<file path="src/rtl/pla_pkg.sv">
package pla_pkg;
  localparam int unsigned N_IN_DEF   = 3;
  localparam int unsigned N_TERM_DEF = 4;
  localparam int unsigned N_OUT_DEF  = 3;

  function automatic int unsigned cfg_width(int unsigned n_in, int unsigned n_term,
                                            int unsigned n_out);
    return n_term * 2 * n_in + n_term + n_out * n_term;
  endfunction
endpackage

</file>
<file path="src/rtl/pla_cfg_shift.sv">
module pla_cfg_shift #(
  parameter int unsigned W = 40
) (
  input  logic         clk_i,
  input  logic         rst_ni,
  input  logic         en_i,
  input  logic         data_i,
  output logic [W-1:0] cfg_o,
  output logic         done_o,
  output logic         dout_o
);
  localparam int unsigned CNT_W = $clog2(W + 1);
  localparam logic [CNT_W-1:0] FULL = CNT_W'(W);

  logic [W-1:0]     cfg_q;
  logic [CNT_W-1:0] cnt_q;

  always_ff @(posedge clk_i or negedge rst_ni) begin
    if (!rst_ni) begin
      cfg_q <= '0;
      cnt_q <= '0;
    end else if (en_i) begin
      cfg_q <= {cfg_q[W-2:0], data_i};
      // restart count on first bit of a reload
      cnt_q <= (cnt_q == FULL) ? CNT_W'(1) : cnt_q + 1'b1;
    end
  end

  assign cfg_o  = cfg_q;
  assign done_o = (cnt_q == FULL);
  assign dout_o = cfg_q[W-1];
endmodule

</file>
<file path="src/rtl/pla_and_plane.sv">
module pla_and_plane #(
  parameter int unsigned N_IN   = 3,
  parameter int unsigned N_TERM = 4
) (
  input  logic [N_IN-1:0]              in_i,
  input  logic [N_TERM-1:0][N_IN-1:0]  lit_t_i,
  input  logic [N_TERM-1:0][N_IN-1:0]  lit_c_i,
  input  logic [N_TERM-1:0]            term_en_i,
  output logic [N_TERM-1:0]            term_o
);
  for (genvar t = 0; t < N_TERM; t++) begin : g_term
    logic [N_IN-1:0] lit_ok;
    assign lit_ok    = (~lit_t_i[t] | in_i) & (~lit_c_i[t] | ~in_i);
    assign term_o[t] = term_en_i[t] & (&lit_ok);
  end
endmodule

</file>
<file path="src/rtl/pla_or_plane.sv">
module pla_or_plane #(
  parameter int unsigned N_TERM = 4,
  parameter int unsigned N_OUT  = 3
) (
  input  logic [N_TERM-1:0]             term_i,
  input  logic [N_OUT-1:0][N_TERM-1:0]  sel_i,
  output logic [N_OUT-1:0]              sum_o
);
  for (genvar k = 0; k < N_OUT; k++) begin : g_out
    assign sum_o[k] = |(sel_i[k] & term_i);
  end
endmodule

</file>
<file path="src/rtl/pla_array.sv">
module pla_array
  import pla_pkg::*;
#(
  parameter int unsigned N_IN   = N_IN_DEF,
  parameter int unsigned N_TERM = N_TERM_DEF,
  parameter int unsigned N_OUT  = N_OUT_DEF
) (
  input  logic             clk_i,
  input  logic             rst_ni,
  input  logic             cfg_en_i,
  input  logic             cfg_data_i,
  output logic             cfg_done_o,
  output logic             cfg_dout_o,
  input  logic [N_IN-1:0]  in_i,
  output logic [N_OUT-1:0] out_o
);
  localparam int unsigned CFG_W = cfg_width(N_IN, N_TERM, N_OUT);
  localparam int unsigned AND_W = N_TERM * 2 * N_IN;
  localparam int unsigned EN_P  = AND_W;
  localparam int unsigned OR_P  = AND_W + N_TERM;

  logic [CFG_W-1:0]             cfg_q;
  logic [N_TERM-1:0][N_IN-1:0]  lit_t, lit_c;
  logic [N_TERM-1:0]            term_en, term;
  logic [N_OUT-1:0][N_TERM-1:0] or_sel;
  logic [N_OUT-1:0]             sum;

  pla_cfg_shift #(.W(CFG_W)) u_shift (
    .clk_i  (clk_i),
    .rst_ni (rst_ni),
    .en_i   (cfg_en_i),
    .data_i (cfg_data_i),
    .cfg_o  (cfg_q),
    .done_o (cfg_done_o),
    .dout_o (cfg_dout_o)
  );

  // stream position p lives at cfg_q[CFG_W-1-p]
  for (genvar t = 0; t < N_TERM; t++) begin : g_fld_t
    for (genvar j = 0; j < N_IN; j++) begin : g_fld_j
      localparam int unsigned P = t * 2 * N_IN + 2 * (N_IN - 1 - j);
      assign lit_t[t][j] = cfg_q[CFG_W-1-P];
      assign lit_c[t][j] = cfg_q[CFG_W-2-P];
    end
    assign term_en[t] = cfg_q[CFG_W-1-(EN_P+t)];
    for (genvar k = 0; k < N_OUT; k++) begin : g_fld_k
      assign or_sel[k][t] = cfg_q[CFG_W-1-(OR_P+k*N_TERM+t)];
    end
  end

  pla_and_plane #(.N_IN(N_IN), .N_TERM(N_TERM)) u_and (
    .in_i      (in_i),
    .lit_t_i   (lit_t),
    .lit_c_i   (lit_c),
    .term_en_i (term_en),
    .term_o    (term)
  );

  pla_or_plane #(.N_TERM(N_TERM), .N_OUT(N_OUT)) u_or (
    .term_i (term),
    .sel_i  (or_sel),
    .sum_o  (sum)
  );

  assign out_o = cfg_done_o ? sum : '0;
endmodule

</file>
<file path="config.mk">
export PLATFORM = sky130hd
export DESIGN_NAME = pla_array
export DESIGN_NICKNAME = d
export VERILOG_FILES = /design/src/rtl/pla_pkg.sv /design/src/rtl/pla_cfg_shift.sv /design/src/rtl/pla_and_plane.sv /design/src/rtl/pla_or_plane.sv /design/src/rtl/pla_array.sv
export SDC_FILE = /design/constraint.sdc
export NUM_CORES = 1
export LEC_CHECK = 0
export ABC_AREA = 1
export BUFFER_PORTS_ARGS = -buffer_cell sky130_fd_sc_hd__buf_2
export CAP_MARGIN = 10
export CORE_MARGIN = 2
export CORE_UTILIZATION = 59
export DETAILED_ROUTE_END_ITERATION = 6
export PLACE_DENSITY = 0.81
export SYNTH_ARGS = -nofsm -noshare
export SYNTH_HDL_FRONTEND = slang
export SYNTH_SLANG_ARGS = --single-unit
</file>
<file path="constraint.sdc">
create_clock -name clk_i -period 1.8 [get_ports clk_i]
set_clock_uncertainty 0.15 [all_clocks]
set_input_delay 0 -clock clk_i [delete_from_list [all_inputs] [get_ports clk_i]]
set_output_delay 0 -clock clk_i [all_outputs]
set_load 0.005 [all_outputs]
</file>
==> impl_metrics.env <==
export IMPL_hp_class="input pin to flip-flop"
export IMPL_max_cap_violations=0
export IMPL_n_antenna_cell=0
export IMPL_grt_overflow=0
export IMPL_htree_num_levels=2
export IMPL_firstDrtPassIters=4
export IMPL_gr_usage_all_layers=0.247
export IMPL_cts_tree="built"
export IMPL_root_buffer="clkbuf_4"
export IMPL_avgViaCountPerCell=5.08
export IMPL_rsz0062_at_grt="yes"
export IMPL_remaining_drc_errors=0
export IMPL_clk_latency_ns=0.38
export IMPL_slew_headroom=0.539
export IMPL_seq_area_frac_synth=0.543
export IMPL_synth_top_area_frac=0.543
export IMPL_core_um2=3390
export IMPL_yosysUniqueCellTypes=23
export IMPL_rr_worst_depth=5
export IMPL_cp_start_kind="flip-flop"
export IMPL_synth_nets=267
export IMPL_report_final_slew_viol_count=0
export IMPL_crit_reg2reg_launch="u_shift.cnt_q[1]"
export IMPL_synth_largest_area_cell="dfrtp_1"
export IMPL_reg2reg_slack_ns=0.42
export IMPL_ys_top_cells_by_area="dfrtp_1, nand2_1, o21ai_0"
export IMPL_ant_nets=0
export IMPL_cp_slowest_cell="dfrtp_1"
export IMPL_wl_per_cell_um=13.0
export IMPL_ys_seq_elements=46
export IMPL_power_leakage_nw=1.18
export IMPL_hold_path_depth=4
export IMPL_fill_cells=257
export IMPL_drive_gt1_frac=0.168
export IMPL_hold_viol=0
export IMPL_regArea_um2=1150
export IMPL_vias=1651
export IMPL_top_level_ports=12
export IMPL_grt_max_degree=34
export IMPL_clockBufferDepth=2
export IMPL_crit_path_end_kind="output pin"
export IMPL_cts_buffers=5
export IMPL_cts_clk_slew_worst_paths_ns=0.14
export IMPL_fin_crit_sh=0.922
export IMPL_drt_iter0_markers=162
export IMPL_fmax_mhz=603
export IMPL_fin_tns_setup_ns=0
export IMPL_dieArea_um2=4090
export IMPL_dp_hpwl_um=2920
export IMPL_hold_path_startpoint="cfg_data_i"
export IMPL_grt_pass1_wl_um=7570
export IMPL_worst_slew_pin_slew_ns=0.689
export IMPL_status="finished, final reports clean"
export IMPL_worst_endpoint_required_ns=1.65
export IMPL_path_cells="nand2_1 > nand2_1 > nor2_2 > nand3_1 > nand2_1 > nor2_1 > nor2_1 > buf_2"
export IMPL_dp_cells=310
export IMPL_place_gp_congestion=0.885
export IMPL_finalWirelength_um=4240
export IMPL_start_util=0.625
export IMPL_ys_warn_count=0
export IMPL_avgSynthCellArea_um2=8.22
export IMPL_power_density_nw_per_um2=1080
export IMPL_multiInputGateArea_um2=826
export IMPL_post_route_min_period_ns=1.66
export IMPL_antenna_found_initial=0
export IMPL_crit_path_max_incr_delay_ns=0.42
export IMPL_crit_fanout=3
export IMPL_crit_top_cell="nand2_1"
export IMPL_die_h_um=63.9
export IMPL_clock_sinks=46
export IMPL_dieWidth_um=63.9
export IMPL_final_cells=325
export IMPL_critPathArrivalTime_ns=1.51
export IMPL_min_to="u_shift.cfg_o[0]"
export IMPL_port_buffers=11
export IMPL_grt_pass1_vias=1603
export IMPL_max_vdd_ir_drop_v=0.000724
export IMPL_r2r_end="u_shift.cnt_q[5]"
export IMPL_synthCells=258
export IMPL_crit_type="flip-flop to output pin"
export IMPL_syn_area_um2=2120
export IMPL_nets=287
export IMPL_finalSetupViolCount=0
export IMPL_area_growth_pct=12.6
export IMPL_rows=21
synth_stat cells (all sizes together):
library cell	n
nand4	1
clkbuf	5
o21ai	42
a21oi	1
nor3b	1
o21bai	1
xor2	2
inv	32
buf	4
nand3	13
dfrtp	46
nor2	21
ha	2
nor3	3
nand2	84
metrics by stage:
step	hold WS [ns]	utilization	cell area (um2)	setup WS [ns]	power, mW
after floorplan	-0.446	-	2120	0.586	1.75
after global placement	-0.214	0.655	2220	0.502	1.89
after detailed placement	-0.217	0.655	2220	0.443	1.92
after CTS	0.220	0.694	2350	0.0880	2.57
after global routing	0.242	0.704	2390	-0.00739	2.77
final	0.221	0.704	2390	0.141	2.58
worst max-delay path, delay by kind of cell, from the launching register on:
kind,cells,cell delay [ns]
buffers and inverters,1,0.11
AND/OR/NAND/NOR,7,0.60
flip-flops,1,0.42
worst max path at each step:
stage,depth (start not counted),from,endpoint
floorplan,5,u_shift.cnt_q[1],u_shift.cnt_q[5]
global placement,5,u_shift.cnt_q[1],u_shift.cnt_q[3]
detailed placement,5,u_shift.cnt_q[1],u_shift.cnt_q[5]
CTS,8,u_shift.cfg_o[21],out_o[1]
global route,8,u_shift.cfg_o[38],out_o[1]
finish,8,u_shift.cfg_o[18],out_o[2]
cell type report:
type,count,share of cell area
multi-input cells,171,0.346
well taps,46,0.0241
clock buffers,5,0.0157
repair buffers,22,0.0629
flip-flops and latches,46,0.482
inverters,32,0.0503
clock inverters,3,0.0189
cells by family (layout without fill, tap and decap cells):
family | count (synthesis) | after routing | share of synthesized area
DFF | 46 | 46 | 0.543
xor gates and xnor gates | 2 | 2 | 0.00827
and+or+nand+nor | 123 | 123 | 0.252
AOI/OAI and AO/OA | 44 | 44 | 0.109
adders and majority gates | 2 | 2 | 0.0118
buffers and inverters | 41 | 62 | 0.0762
repair_timing:
action,4_1_cts,5_1_grt
endpoints found under the hold margin,55,0
setup endpoints to repair,0,3
resized for setup,0,7
hold buffers,5,0
buffers inserted,0,2
layout by cell type (no fill, tap or decap), drive strengths merged:
cell and count:
a21oi 1, clkbuf 5, o21ai 42, buf 17
xor2 2, dlygate4sd3 5, nand3 13, nand4 1
ha 2, nor3b 1, inv 32, bufinv 1
dfrtp 46, nor2 21, nand2 84, nor3 3
o21bai 1, clkinvlp 2
metal layers:
metal / wire (um) / track usage / vias up
met1: 2040 / 0.360 / 763
met2: 1890 / 0.358 / 37
li1: - / - / 845
met5: 0 / 0 / -
met3: 264 / 0.0739 / 6
met4: 46 / 0.0734 / 0
power by group:
part	internal, mW	switching [mW]
sequential	1.23	0.158
combinational	0.209	0.340
clock	0.291	0.352
total	1.73	0.851
registers in the layout (all words and copies together), names as in the netlist:
name,flops
u_shift.cnt_q,6
u_shift.cfg_o,40
Note: power is estimated with default switching activity, not from simulation.
